$ cat src/rtl/mdio_frame_pkg.sv
package mdio_frame_pkg;
    localparam int FRAME_W = 32;
    localparam int PRE_W   = 32;
    localparam int SPD_W   = 6;
    localparam int DATA_W  = 16;
    localparam int TOT_W   = PRE_W + FRAME_W;
    localparam int IDX_W   = $clog2(TOT_W);
    localparam int TA_POS  = PRE_W + 14;   // first turnaround bit in the stream

    localparam logic [1:0] OP_READ     = 2'b10;
    localparam logic [1:0] ADDR_FRAME  = 2'd0;
    localparam logic [1:0] ADDR_EVENT  = 2'd1;
    localparam logic [1:0] ADDR_SPEED  = 2'd2;
    localparam logic [1:0] ADDR_STATUS = 2'd3;

    typedef enum logic [1:0] {
        ST_IDLE,
        ST_LOW,
        ST_HIGH
    } mdio_state_e;
endpackage

$ cat src/rtl/mdio_half_timer.sv
module mdio_half_timer #(
    parameter int SPD_W = 6
) (
    input  logic             clk,
    input  logic             rst_n,
    input  logic             load,
    input  logic             run,
    input  logic [SPD_W-1:0] half_in,
    output logic             tick
);
    logic [SPD_W-1:0] half_q;
    logic [SPD_W-1:0] cnt_q;

    assign tick = run && (cnt_q == half_q - 1'b1);

    always_ff @(posedge clk or negedge rst_n) begin
        if (!rst_n) begin
            half_q <= '0;
            cnt_q  <= '0;
        end else if (load) begin
            half_q <= half_in;
            cnt_q  <= '0;
        end else if (tick) begin
            cnt_q  <= '0;
        end else if (run) begin
            cnt_q  <= cnt_q + 1'b1;
        end
    end
endmodule

$ cat src/rtl/mdio_bit_shifter.sv
module mdio_bit_shifter #(
    parameter int FRAME_W = 32,
    parameter int PRE_W   = 32,
    parameter int DATA_W  = 16,
    localparam int TOT_W  = PRE_W + FRAME_W,
    localparam int IDX_W  = $clog2(TOT_W)
) (
    input  logic              clk,
    input  logic              rst_n,
    input  logic              load,
    input  logic [FRAME_W-1:0] frame_in,
    input  logic              shift,
    input  logic              sample,
    input  logic              mdi,
    output logic              mdo,
    output logic [IDX_W-1:0]  bit_idx,
    output logic              last,
    output logic [DATA_W-1:0] rd_data
);
    logic [TOT_W-1:0] sr_q;

    assign mdo  = sr_q[TOT_W-1];
    assign last = (bit_idx == IDX_W'(TOT_W - 1));

    always_ff @(posedge clk or negedge rst_n) begin
        if (!rst_n) begin
            sr_q    <= '0;
            bit_idx <= '0;
        end else if (load) begin
            sr_q    <= {{PRE_W{1'b1}}, frame_in};
            bit_idx <= '0;
        end else if (shift) begin
            sr_q    <= {sr_q[TOT_W-2:0], 1'b0};
            bit_idx <= bit_idx + 1'b1;
        end
    end

    always_ff @(posedge clk or negedge rst_n) begin
        if (!rst_n)      rd_data <= '0;
        else if (sample) rd_data <= {rd_data[DATA_W-2:0], mdi};
    end
endmodule

$ cat src/rtl/mdio_frame_ctrl.sv
module mdio_frame_ctrl
    import mdio_frame_pkg::*;
(
    input  logic        clk,
    input  logic        rst_n,
    input  logic        reg_wr_en,
    input  logic [1:0]  reg_addr,
    input  logic [31:0] reg_wdata,
    output logic [31:0] reg_rdata,
    output logic        mdc,
    output logic        mdio_o,
    output logic        mdio_oe,
    input  logic        mdio_i
);
    mdio_state_e       state_q, state_d;
    logic [FRAME_W-1:0] frame_q;
    logic [SPD_W-1:0]  speed_q;
    logic              evt_q;
    logic              is_rd_q;
    logic              wr_frame, wr_event, wr_speed, start;
    logic              tick, sample, shift, done, busy, mdo, last;
    logic [IDX_W-1:0]  bit_idx;
    logic [DATA_W-1:0] rd_data;

    assign wr_frame = reg_wr_en && (reg_addr == ADDR_FRAME);
    assign wr_event = reg_wr_en && (reg_addr == ADDR_EVENT);
    assign wr_speed = reg_wr_en && (reg_addr == ADDR_SPEED);
    assign start    = wr_frame && (state_q == ST_IDLE) && (speed_q != '0);

    mdio_half_timer #(.SPD_W(SPD_W)) u_timer (
        .clk(clk), .rst_n(rst_n), .load(start), .run(busy),
        .half_in(speed_q), .tick(tick)
    );

    mdio_bit_shifter #(.FRAME_W(FRAME_W), .PRE_W(PRE_W), .DATA_W(DATA_W)) u_shift (
        .clk(clk), .rst_n(rst_n), .load(start), .frame_in(reg_wdata),
        .shift(shift), .sample(sample), .mdi(mdio_i), .mdo(mdo),
        .bit_idx(bit_idx), .last(last), .rd_data(rd_data)
    );

    // state register
    always_ff @(posedge clk or negedge rst_n) begin
        if (!rst_n) state_q <= ST_IDLE;
        else        state_q <= state_d;
    end

    // next state
    always_comb begin
        state_d = state_q;
        unique case (state_q)
            ST_IDLE: if (start) state_d = ST_LOW;
            ST_LOW:  if (tick)  state_d = ST_HIGH;
            ST_HIGH: if (tick)  state_d = last ? ST_IDLE : ST_LOW;
            default:            state_d = ST_IDLE;
        endcase
    end

    // outputs decoded from state
    always_comb begin
        busy   = 1'b0;
        mdc    = 1'b0;
        sample = 1'b0;
        shift  = 1'b0;
        done   = 1'b0;
        unique case (state_q)
            ST_IDLE: ;
            ST_LOW: begin
                busy   = 1'b1;
                sample = tick;
            end
            ST_HIGH: begin
                busy  = 1'b1;
                mdc   = 1'b1;
                shift = tick && !last;
                done  = tick && last;
            end
            default: ;
        endcase
    end

    assign mdio_o  = busy && mdo;
    assign mdio_oe = busy && (!is_rd_q || (bit_idx < IDX_W'(TA_POS)));

    always_ff @(posedge clk or negedge rst_n) begin
        if (!rst_n) begin
            frame_q <= '0;
            speed_q <= '0;
            evt_q   <= 1'b0;
            is_rd_q <= 1'b0;
        end else begin
            if (wr_frame && !busy)
                frame_q <= reg_wdata;
            else if (done && is_rd_q)
                frame_q[DATA_W-1:0] <= rd_data;
            if (start)
                is_rd_q <= (reg_wdata[29:28] == OP_READ);
            if (wr_speed)
                speed_q <= reg_wdata[SPD_W:1];
            if (done)
                evt_q <= 1'b1;
            else if (wr_event && reg_wdata[0])
                evt_q <= 1'b0;
        end
    end

    always_comb begin
        unique case (reg_addr)
            ADDR_FRAME:  reg_rdata = frame_q;
            ADDR_EVENT:  reg_rdata = {31'd0, evt_q};
            ADDR_SPEED:  reg_rdata = {{(31-SPD_W){1'b0}}, speed_q, 1'b0};
            ADDR_STATUS: reg_rdata = {31'd0, busy};
            default:     reg_rdata = '0;
        endcase
    end
endmodule

$ cat config.mk
export PLATFORM = sky130hd
export DESIGN_NAME = mdio_frame_ctrl
export DESIGN_NICKNAME = d
export VERILOG_FILES = /design/src/rtl/mdio_frame_pkg.sv /design/src/rtl/mdio_half_timer.sv /design/src/rtl/mdio_bit_shifter.sv /design/src/rtl/mdio_frame_ctrl.sv
export SDC_FILE = /design/constraint.sdc
export NUM_CORES = 1
export LEC_CHECK = 0
export ABC_AREA = 1
export BUFFER_PORTS_ARGS = -buffer_cell sky130_fd_sc_hd__buf_2
export CORE_MARGIN = 2
export CORE_UTILIZATION = 45
export DETAILED_ROUTE_END_ITERATION = 10
export MAX_ROUTING_LAYER = met4
export PLACE_DENSITY = 0.66
export SYNTH_ARGS = -nofsm -noshare
export SYNTH_HDL_FRONTEND = slang
export SYNTH_HIERARCHICAL = 1
export SYNTH_SLANG_ARGS = --single-unit
export TNS_END_PERCENT = 5
$ cat constraint.sdc
create_clock -name clk -period 2.95 [get_ports clk]
set_clock_uncertainty 0.2 [all_clocks]
set_input_delay 0.295 -clock clk [delete_from_list [all_inputs] [get_ports clk]]
set_output_delay 0.295 -clock clk [all_outputs]
set_load 0.02 [all_outputs]
# After elaboration in Yosys (flattened, before gate mapping)
# Cells that the tools add are included.
[classes]
n_addsub = 3
n_lt_le_gt_ge = 1
eq_ne = 11
mux = 22
reduce_logical = 26
[op_table]
columns = ["cell", "n"]
rows = [
  ["2-to-1 mux 64 bit", 2],
  ["one-hot mux 32 bit (4 select lines)", 1],
  ["2-to-1 mux 16 bit", 2],
  ["2-to-1 mux 6 bit", 5],
  ["logical AND 1 bit", 13],
  ["adder 6 x 1 -> 6 bit (second input constant)", 2],
  ["equality test 2 bit (second input constant)", 4],
  ["2-to-1 mux 1 bit", 8],
  ["equality test 6 bit", 1],
  ["equality test 6 bit (second input constant)", 1],
  ["less-than comparator 6 bit (second input constant)", 1],
  ["2-to-1 mux 2 bit", 3],
  ["!= test 2 bit (second input constant)", 3],
  ["one-hot mux 2 bit (3 select lines)", 1],
  ["nonzero test 2 bit", 3],
  ["nonzero test 6 bit", 1],
  ["subtractor 6 x 1 -> 6 bit (second input constant)", 1],
  ["equality test 2 x 1 -> 1 bit (second input constant)", 2],
  ["logical NOT 2 bit", 2],
  ["logical NOT 1 bit", 3],
  ["AND reduction 3 bit", 1],
  ["nonzero test 3 bit", 1],
  ["OR reduction 2 bit", 1],
  ["logical OR 1 bit", 1],
]
[word_totals]
register_bits = 140
in_bits = 38
out_inout_bits = 35
wordCells = 74

# Depth between registers and ports, before layout
# Gate-level depths: netlist (run 1).
[logic_depth]
word_depth = 9
ltp_mapped = 17
mapped_depth_nobuf = 17

# Hierarchy
# Netlist (run 1), hierarchy kept.
[modules_own_cells]
columns = ["mod", "n_inst", "cells_each", "area_each_um2", "seq_area_each_um2"]
rows = [
  ["mdio_bit_shifter", 1, 340, 3472.1, 2152.1],
  ["mdio_frame_ctrl", 1, 269, 2229.6, 1051.0],
  ["mdio_half_timer", 1, 111, 798.3, 300.3],
]

# Least setup slack after synthesis (run 1)
# No wires, ideal clock.
[synth_timing]
path_kind = "reg-to-reg"
startpoint = "register state_q[0]"
endpoint = "register u_shift.sr_q[22]"
setup_time_ns = 0.137
arrival_time_ns = 2.314
t_required_ns = 2.613
setup_slack_ns = 0.299
path_stages_with_launch = 15
n_path_buf = 1
synth_period_minus_slack_ns = 2.651
cell_sequence = "dfrtp_1 inv_1 ha_1 inv_1 a21oi_1 nand3_2 nor2_4 nand3_2 inv_1 nand2_1 nor2_1 inv_2 nand2_2 buf_2 o221ai_1"
[synth_via]
elab_chain_len = 7
elab_cells_between_ends = 12
cone_classes = "2 x eq/ne; 3 x mux; 7 x reduce/logical"
[synth_rtl]
columns = ["element", "line_no", "source"]
rows = [
  ["start, declared", "mdio_frame_ctrl.sv:15", "mdio_state_e state_q, state_d;"],
  ["start signal, assigned", "mdio_frame_ctrl.sv:44", "else state_q <= state_d;"],
  ["equality test 2 bit or equality test 2 x 1 -> 1 bit (tied branches)", "mdio_frame_ctrl.sv:65", "unique case (state_q)"],
  ["OR reduction 2 bit (no line) (*)", "-", ""],
  ["2-to-1 mux 1 bit (*)", "mdio_frame_ctrl.sv:65", ""],
  ["named net busy", "mdio_frame_ctrl.sv:21", "logic tick, sample, shift, done, busy, mdo, last;"],
  ["logical AND 1 bit (*)", "mdio_half_timer.sv:14", "assign tick = run && (cnt_q == half_q - 1'b1);"],
  ["named net tick", "mdio_frame_ctrl.sv:21", ""],
  ["logical AND 1 bit (*)", "mdio_frame_ctrl.sv:74", "shift = tick && !last;"],
  ["2-to-1 mux 1 bit (*)", "mdio_frame_ctrl.sv:65", ""],
  ["named net shift", "mdio_frame_ctrl.sv:21", ""],
  ["nonzero test 2 bit (no line) (*)", "-", ""],
  ["end signal, assigned", "mdio_bit_shifter.sv:30", "sr_q <= {{PRE_W{1'b1}}, frame_in};"],
  ["end signal, assigned", "mdio_bit_shifter.sv:33", "sr_q <= {sr_q[TOT_W-2:0], 1'b0};"],
  ["end, declared", "mdio_bit_shifter.sv:20", "logic [TOT_W-1:0] sr_q;"],
]
# Mark *: on every way through the listed nets, which the timed path passes. The rest lies on a longest branch.
# A chain may end at the register's enable or synchronous reset.

# Worst setup path after layout (run 1)
[layout_timing]
startpoint = "register state_q[0]"
endpoint = "register u_shift.sr_q[46]"
# The elaborated chain is that of the path after synthesis.

==> results.md, run 1 <==
* Worst path max stage delay at 0.41 ns
* Run status: complete, no violations
* CTS tree: done
* Vias/cell at 5.06
* WL final at 14.5 mm
* Max-slew headroom at 45.7%
* Synth-to-layout area growth at 23.1%
* Clk pwr share at 30.8%
* Slowest CP cell: dfrtp_1
* Starting Density at 46.5%
* Post-route insts no fill at 1022
* Fin crit share at 90.1%
* Sum Neg Setup Slack at 0 ns
* Final Wtd Congestion at 0.858
* Setup Crit Path Kind: flop to flop
* Latest clock arrival within the worst-skew pair at 0.42 ns
* Post-synth cell types at 38
* CP endpoint kind: flop
* Mapped Cells at 720
* DR pass1 iterations at 5
* Combinational fraction of design power at 28.0%
* Peak VDD IR at 0.456 mV
* Sw Ratio at 33.8%
* Die Area at 15400 µm²
* Met3 wire length at 453 µm
* Final min period at 2.66 ns
* Net switching power at 2.35 mW
* Via count at 5169
* Sequential Power Share at 41.2%
* Placed Area at 7060 µm²
* Max layer used: met4
* Syn Nets at 766
* Synthesized area per cell at 9.03 µm²
* CTS sink count at 140
* ANT cells at 0
* Post-synthesis xor/xnor area fraction at 0.674%
* Clock tree buffer depth at 2
* Sequential area share after synthesis at 53.9%
* Max H-tree Level at 4
* Setup crit start kind: flop
* Num CTS Buffers at 17
* HPWL after DPL at 9.86 mm
* Dpl cells at 956
* Io pins at 73
* Vias in the first global route at 5132
* Simple-gate portion of the synthesized area at 16.4%
* Postcts setup bufs at 0
* Max-cap check violation count at 0
* Data required time at the worst endpoint at 3.07 ns
* Global-route usage over all layers at 21.4%
* Antenna violations before repair at 0
* Die width at 124 µm
* Die H at 124 µm
* Post-route ant nets at 0
* Largest family of logic cells by synthesized area: simple AND/OR/NAND/NOR gates
* Met1 WL at 6.82 mm
* First-iteration detailed-routing DRC count at 402
* Clock-pin slew on the worst setup and hold paths at 0.06 ns
* Async S/R FF share, synth at 100%
* IO buf count at 72
* Multiplexer share of the synthesized area at 1.39%
* Commonest non-fill, non-tap cell in the layout: dfrtp_1
* Most frequent cells in the layout: 140 x dfrtp_1, 135 x nand2_1, 120 x inv_1
* Synthesized area at 6500 µm²
* Number of enable flip-flop cells after synthesis at 0
* Layout cells sized above 1 at 19.7%
* Number of synthesis warnings at 6
* FP Rows at 43
* Layout net count at 875
* Arr. time, crit path at 2.78 ns
* Peak Freq at 0.376 GHz
* GRT overflow at 0
* Pwr Density at 870 nW/µm²
* Compound-gate portion of the synthesized area at 16.0%
* Worst Hold Class: primary input to flop
* Finished Cell Area at 8000 µm²
* RSZ-0062 raised after global routing: no
* Largest net degree at the start of global routing at 63
* Root buffer cell: clkbuf_16
* Total internal power at 4.61 mW
* Ys flop type: dfrtp_1
* First-pass GRT wire length at 24.8 mm
* Max FO, Critical Path at 17
* Routed len/inst at 14.2 µm
* Detail Route met2 WL at 7.02 mm
* Final hold violation count at 0
* Yosys reg bits at 140
* Fin. max-slew vios at 0
* P_leak at 3.97 nW
* CP Cell Sequence: inv_1 -> ha_1 -> inv_1 -> a21oi_1 -> nand3_2 -> nor2_4 -> nand3_2 -> inv_2 -> nand2_1 -> nor2_2 -> buf_4 -> nor2_4 -> buf_4 -> a22oi_1
* # DRC at 0
* Slew @ Worst Pin at 0.813 ns
* Final setup violation count at 0
* Core area at 14000 µm²
* Synth Area in Adders at 1.54%
repair_timing:
item | 4_1_cts | 5_1_grt
hold buffers | 34 | 0
resized for setup | 0 | 4
endpoints found under the setup margin | 0 | 68
hold endpoints to repair | 129 | 0
cells by family (layout without fill, tap and decap cells):
| kind of cell | Yosys count | after routing |
|---|---|---|
| adder cells (fa/ha/maj) | 8 | 8 |
| buffers and inverters | 160 | 282 |
| AND/OR/NAND/NOR | 246 | 246 |
| multiplexers | 8 | 8 |
| flip-flops | 140 | 140 |
| AO/OA/AOI/OAI | 153 | 153 |
| XOR/XNOR | 5 | 5 |
per-layer routing:
| layer | global-route usage (%) | vias to the layer above |
|---|---|---|
| met1 | 28.3 | 2496 |
| li1 | - | 2555 |
| met3 | 4.58 | 25 |
| met2 | 32.6 | 93 |
| met4 | 7.94 | 0 |
| met5 | - | - |
worst max-delay path, delay by kind of cell, from the launching register on:
| kind | cells | cell delay [ns] |
|---|---|---|
| simple gates | 6 | 0.68 |
| buf+inv | 5 | 0.64 |
| compound gates | 2 | 0.33 |
| flops | 1 | 0.41 |
| fa+ha+maj | 1 | 0.30 |
final cells by class:
cell class	count	area, µm²
inverter	130	494
clock inverter	12	146
tap	180	225
multi-input combinational	420	2350
timing repair buffer	120	837
clock buffer	20	447
sequential	140	3500
fill	1247	5990
synthesized netlist by cell type, types with 2 or more instances:
master	number	area (µm²)
nor2_4	4	45.0
nor2_1	69	259
a22oi_1	30	225
xor2_1	5	43.8
a22o_1	7	61.3
nor3_2	2	20.0
nand3_1	19	95.1
nor3_1	2	10.0
o221ai_1	29	254
nand3_2	3	30.0
buf_2	17	85.1
nand2_2	5	31.3
o21ai_2	12	105
ha_1	8	100
inv_1	121	454
o21ai_0	45	225
a21oi_1	14	70.1
nand2_1	135	507
inv_4	2	12.5
nand4_1	3	18.8
buf_6	2	22.5
clkbuf_1	9	33.8
mux2_2	8	90.1
dfrtp_1	140	3500
o21ai_1	10	50.1
inv_2	7	26.3
registers in the layout (all words and copies together), names as in the netlist:
register,flops
evt_q,1
frame_q,32
is_rd_q,1
speed_q,6
state_q,2
u_shift/bit_idx,6
u_shift/rd_data,16
u_shift/sr_q,64
u_timer/cnt_q,6
u_timer/half_q,6
power by group through the flow:
stage | Clock (mW) | Sequential [mW] | Combinational [mW]
4_1_cts | 2.18 | 2.86 | 1.96
3_5_place_dp | 0 | 2.89 | 1.92
5_1_grt | 2.27 | 2.94 | 2.24
6_report | 2.14 | 2.87 | 1.95
3_3_place_gp | 0 | 2.87 | 1.83
2_1_floorplan | 0 | 2.79 | 1.44
through the flow:
step	hold slack, ns	worst slack (ns)	utilization (%)	power, mW
after global routing	0.0919	0.0356	57.2	7.45
after CTS	0.0656	0.0914	57.1	7.01
after detailed placement	0.112	0.106	50.5	4.81
after global placement	0.106	0.260	50.5	4.70
after floorplan	-0.201	0.299	-	4.23
final	0.0912	0.292	57.2	6.96
final timing paths:
| path | from | end | slack [ns] | cells past startpoint |
|---|---|---|---|---|
| worst max-delay path | state_q[0] | u_shift/sr_q[46] | 0.29 | 14 |
| worst min-delay path | reg_addr[0] | evt_q | 0.09 | 3 |
| worst max register to register | state_q[0] | u_shift/sr_q[46] | 0.29 | 14 |
| worst min register to register | frame_q[9] | frame_q[9] | 0.29 | 2 |
| max in group asynchronous | rst_n | u_shift/sr_q[34] | 1.58 | 3 |
| min in group asynchronous | rst_n | u_timer/cnt_q[5] | 0.22 | 2 |
Power figures use the tool's default switching activity.
==> run 2, diff against run 1 <==
PLACE_DENSITY = 0.73   (was 0.66)
==> run 2 against run 1 <==
Compared with the run above:
- combinational power hardly changed
- largest cell class unchanged
- non-clock buffer count down 2
- sequential share of layout area is 0.22 points higher
- first-iteration DRC count grew 6.0%
- register-to-register slack lost 0.05 ns
- cell area is 0.50% lower
- power down 1.4%
- clock-buffer cell count rose by 6
- global-route usage fell by 0.27 points
- sequential power about the same
==> results.md, run 2 (synthesis gave the netlist of run 1 again) <==
* Die width at 124 µm
* P_leak at 3.97 nW
* Finished Cell Area at 7960 µm²
* Setup Crit Path Kind: flop to flop
* Dpl cells at 954
* CTS tree: done
* Hold Path Depth at 3
* Vias/cell at 5.13
* Slew @ Worst Pin at 0.855 ns
* Worst slack at placement at 0.167 ns
* Core area at 14000 µm²
* Post-route insts no fill at 1020
* IO buf count at 72
* Most frequent cells in the layout: 140 x dfrtp_1, 135 x nand2_1, 121 x inv_1
* Max-cap check violation count at 0
* Largest net degree at the start of global routing at 63
* Top reg by flops: u_shift/sr_q
* Max H-tree Level at 4
* Run status: complete, no violations
* Die H at 124 µm
* Final min period at 2.71 ns
* Latest clock arrival within the worst-skew pair at 0.41 ns
* RSZ-0062 raised after global routing: no
* Fin crit share at 92.0%
* GRT overflow at 0
* Root buffer cell: clkbuf_16
* First-pass GRT wire length at 24.5 mm
* Peak Freq at 0.369 GHz
* Peak VDD IR at 0.477 mV
* Antenna violations before repair at 0
* Most frequent CP cell: nand2_2
* Max-slew headroom at 42.9%
* Max FO, Critical Path at 32
* Postcts setup bufs at 0
* ANT cells at 0
* CP Cell Sequence: inv_1 -> ha_1 -> nand2_2 -> nor2_2 -> nand2_2 -> nand2_2 -> nor2_4 -> nand3_2 -> inv_1 -> nand2_1 -> nor2_1 -> buf_4 -> nand2_2 -> clkinv_2 -> a22o_1
* Worst hold slack at 0.0807 ns
* Final hold violation count at 0
* Clock-pin slew on the worst setup and hold paths at 0.06 ns
* FP Rows at 43
* Setup WS post-layout at 0.237 ns
* DR pass1 iterations at 5
* Slowest CP cell: dfrtp_1
* Final setup violation count at 0
* Num CTS Buffers at 17
* Routed len/inst at 14.3 µm
* CP endpoint kind: flop
* Commonest non-fill, non-tap cell in the layout: dfrtp_1
* Largest regs: u_shift/sr_q x64, frame_q x32, u_shift/rd_data x16
* Setup crit start kind: flop
* Design Power at 6.86 mW
* Die Area at 15400 µm²
* Clock tree buffer depth at 2
* Worst R2R Path Depth at 15
* Worst path depth at 15
* Io pins at 73
* Post-route ant nets at 0
* Arr. time, crit path at 2.81 ns
* # DRC at 0
* Top delay family on crit path: buffers and inverters
* Sum Neg Setup Slack at 0 ns
* First-iteration detailed-routing DRC count at 426
* Vias in the first global route at 5087
* Fillers at 1208
* Layout net count at 873
* Via count at 5233
* Global-route usage over all layers at 21.1%
* Worst Hold Class: primary input to flop
* Final Wtd Congestion at 0.800
* Bufs and invs on worst path at 4
* Layout cells sized above 1 at 19.0%
* WL final at 14.6 mm
* Pwr Density at 862 nW/µm²
* Finished Core Util at 56.9%
* CTS sink count at 140
* Worst path max stage delay at 0.40 ns
* Synth-to-layout area growth at 22.5%
* Placed Area at 7040 µm²
* Starting Density at 46.5%
* Data required time at the worst endpoint at 3.05 ns
* Fin. max-slew vios at 0
* Max FFs per register at 64
* HPWL after DPL at 9.36 mm
[run 2: where the power goes]
group	internal (mW)	switching, mW	total [mW]
sequential	2.52	0.345	2.87
clock	1.27	0.758	2.03
combinational	0.740	1.23	1.97
total	4.53	2.33	6.86
[run 2: area by class of cell]
cell class	count	area, µm²	area share (%)
clock buffer	26	509	6.40
sequential	140	3500	44.0
clock inverter	6	58.8	0.739
inverter	130	494	6.21
multi-input combinational	420	2340	29.4
tap	180	225	2.83
timing repair buffer	118	830	10.4
[run 2: routing by layer]
layer	vias up	GRT usage, %	wire length, µm
li1	2551	-	-
met1	2528	27.5	6560
met2	130	33.0	7220
met3	24	3.89	544
met4	0	8.43	236
met5	-	-	0
[run 2: worst reg2reg max path, stage by stage, from the launching register on]
cell and delay [ns]:
dfrtp_1 0.40, inv_1 0.13, ha_1 0.26, nand2_2 0.10, nor2_2 0.10, nand2_2 0.05
nand2_2 0.09, nor2_4 0.04, nand3_2 0.13, inv_1 0.10, nand2_1 0.10, nor2_1 0.04
buf_4 0.17, nand2_2 0.08, clkinv_2 0.32, a22o_1 0.30
[run 2: worst paths after layout]
check	from	to	slack, ns
hold reg to reg	frame_q[7]	frame_q[7]	0.28
min in group asynchronous	rst_n	speed_q[4]	0.19
setup reg to reg	u_timer/half_q[0]	u_shift/bit_idx[1]	0.24
max in group asynchronous	rst_n	u_shift/bit_idx[4]	1.56
hold / removal	reg_wr_en	evt_q	0.08
setup / recovery	u_timer/half_q[0]	u_shift/bit_idx[1]	0.24
[run 2: what timing repair did]
action	4_1_cts	5_1_grt
endpoints found under the hold margin	111	0
setup endpoints to repair	0	34
hold buffers	34	0
gates resized for setup	0	3
==> run 3, diff against run 2 <==
ABC_AREA = 0   (was 1)
==> run 3 against run 2 <==
Compared with the run above:
- cell area up 1.6%
- combinational power up 11%
- maximum frequency down 1.9%
- critical endpoint is now u_shift/bit_idx[5]
- largest cell class unchanged
- largest power group unchanged
==> results.md, run 3 <==
* Clk pwr share at 27.7%
* Antenna violations before repair at 0
* Layout cells sized above 1 at 24.4%
* Synthesized area per cell at 11.5 µm²
* Slew @ Worst Pin at 0.584 ns
* Largest net degree at the start of global routing at 79
* Root buffer cell: clkbuf_16
* Worst r2r src: u_timer/half_q[0]
* Number of synthesis warnings at 6
* ANT cells at 0
* Largest cells by area after synthesis: dfrtp_1 53%, mux2i_1 8.5%, mux2_2 6.5%
* Post-route ant nets at 0
* Latest clock arrival within the worst-skew pair at 0.41 ns
* Max H-tree Level at 4
* # DRC at 0
* DR pass1 iterations at 5
* Max-slew headroom at 61.0%
* Placed Area at 7130 µm²
* WL final at 13.8 mm
* Core area at 14400 µm²
* FP Rows at 44
* Post-synth cell types at 45
* CP startpoint: u_timer/half_q[0]
* Max-cap check violation count at 0
* Postcts setup bufs at 0
* Die Area at 15600 µm²
* Setup Crit Path Kind: flop to flop
* Die H at 125 µm
* Vias in the first global route at 4652
* Finished Cell Area at 8090 µm²
* Synthesized area at 6560 µm²
* Routed len/inst at 15.8 µm
* Max FFs per register at 64
* Top cells by count, synth: 140 x dfrtp_1, 58 x nand2_1, 56 x mux2i_1, 54 x o21ai_0, 38 x mux2_2
* GRT overflow at 0
* Commonest non-fill, non-tap cell in the layout: dfrtp_1
* Synth top area share at 53.4%
* Vias/cell at 5.32
* Starting Density at 45.7%
* Fin crit share at 93.7%
* First-iteration detailed-routing DRC count at 242
* First-pass GRT wire length at 23.3 mm
* IO buf count at 72
* Fillers at 1153
* Max FO, Critical Path at 6
* Peak Freq at 0.362 GHz
* Clock-pin slew on the worst setup and hold paths at 0.06 ns
* Async S/R FF share, synth at 100%
* Worst Hold Class: primary input to flop
* Reg area at 3500 µm²
* CTS tree: done
* Net switching power at 2.42 mW
* Pwr Density at 931 nW/µm²
* Total internal power at 5.11 mW
* Number of enable flip-flop cells after synthesis at 0
* Peak VDD IR at 0.529 mV
* Layout net count at 721
* Ys flop type: dfrtp_1
* Cell accounting for the most synthesized area: dfrtp_1
* Most frequent cells in the layout: 140 x dfrtp_1, 71 x buf_2, 57 x nand2_1
* Num CTS Buffers at 17
* Io pins at 73
* Combinational fraction of design power at 29.0%
* Most common cell in the netlist: dfrtp_1
* RSZ-0062 raised after global routing: yes
* CP endpoint kind: flop
* Sequential area share after synthesis at 53.4%
* CTS sink count at 140
* Final Wtd Congestion at 0.856
* Top reg by flops: u_shift/sr_q
* Sequential Power Share at 43.3%
* HPWL after DPL at 8.60 mm
* Die width at 125 µm
* Final hold violation count at 0
* Data required time at the worst endpoint at 3.09 ns
* Final min period at 2.76 ns
* Mapped Cells at 572
* Design Power at 7.53 mW
* Yosys reg bits at 140
* Setup crit start kind: flop
* Final setup violation count at 0
* Largest regs: u_shift/sr_q x64, frame_q x32, u_shift/rd_data x16
* Arr. time, crit path at 2.91 ns
* Clock tree buffer depth at 2
* Global-route usage over all layers at 18.9%
* Run status: complete, no violations
* Critical hold path startpoint: reg_wr_en
* Synth-to-layout area growth at 23.3%
* Worst hold slack at 0.0407 ns
* Via count at 4639
* Sw Ratio at 32.2%
* Syn Nets at 618
* P_leak at 3.55 nW
* Area of the multi-input gates at 2860 µm²
* Fin. max-slew vios at 0
-- run 3: cell count changes in the layout (fill, tap and decap cells not counted), sizes merged, moves of 30 or more --
cell and delta:
nor2 -54, mux2 +37, inv -124, nand2 -83
nor2b +33, a22oi -30, mux2i +56, a211o +32
-- run 3: area by class of cell --
| type | instances | area share (%) |
|---|---|---|
| flip-flops and latches | 140 | 43.3 |
| multi-input cells | 390 | 35.3 |
| repair buffers | 121 | 11.0 |
| clock buffers | 18 | 5.43 |
| well taps | 184 | 2.85 |
| clock inverters | 14 | 1.83 |
| inverters | 5 | 0.232 |
-- run 3: layer usage --
layer / wire length [µm] / share of wire, % / vias up / track usage (%)
met4: 95 / 0.69 / 0 / 6.21
met3: 560 / 4.1 / 11 / 3.99
met5: 0 / 0 / - / -
met1: 6140 / 44 / 2323 / 24.9
li1: - / - / 2202 / -
met2: 7010 / 51 / 103 / 29.4
-- run 3: path summary, 6_finish.rpt --
kind                            depth (start not counted)  slack (ns)                  to
max in group asynchronous                               3        1.47          speed_q[2]
worst min-delay path                                    3        0.04               evt_q
worst max register to register                         12        0.19  u_shift/bit_idx[5]
worst min register to register                          1        0.27    u_shift/sr_q[33]
min in group asynchronous                               2        0.22         frame_q[12]
worst max-delay path                                   12        0.19  u_shift/bit_idx[5]
-- run 3: timing repair --
action	CTS	global route
endpoints found under the setup margin	0	48
hold buffers	34	0
resized for setup	0	2
hold endpoints to repair	134	0
-- run 3: power by group through the flow --
stage | clock network [mW] | logic [mW] | registers (mW)
detailed placement | 0 | 2.14 | 3.27
finish | 2.09 | 2.19 | 3.26
CTS | 2.11 | 2.19 | 3.26
floorplan | 0 | 1.66 | 3.11
global placement | 0 | 2.03 | 3.23
global route | 2.21 | 2.45 | 3.37
-- run 3: logic make-up (layout without fill, tap and decap cells) --
family | count (synthesis) | count (layout) | share of synthesized area (%)
DFF | 140 | 140 | 53.4
buffers and inverters | 42 | 158 | 3.30
xor gates and xnor gates | 12 | 12 | 1.72
adders and majority gates | 8 | 8 | 1.53
AOI/OAI and AO/OA | 101 | 101 | 10.6
and+or+nand+nor | 168 | 168 | 13.2
muxes | 101 | 101 | 16.3
-- run 3: critical path, cell delays in order, from the launching register on --
cell and delay [ns]:
dfrtp_1 0.41, inv_1 0.10, ha_1 0.23, nand2_1 0.07, mux2i_1 0.13, a21oi_1 0.12, a2111oi_4 0.34, nand2_2 0.12
nor2_4 0.21, buf_4 0.19, nand3_1 0.09, or3_1 0.31, a21oi_1 0.14
-- run 3: through the flow --
step	setup slack [ns]	std cells	util, %	setup TNS [ns]
after CTS	0.193	871	56.1	0
after global placement	0.381	805	49.6	0
final	0.186	872	56.3	0
after floorplan	0.218	572	-	0
after global routing	-0.0299	872	56.3	-0.0299
after detailed placement	0.248	805	49.6	0
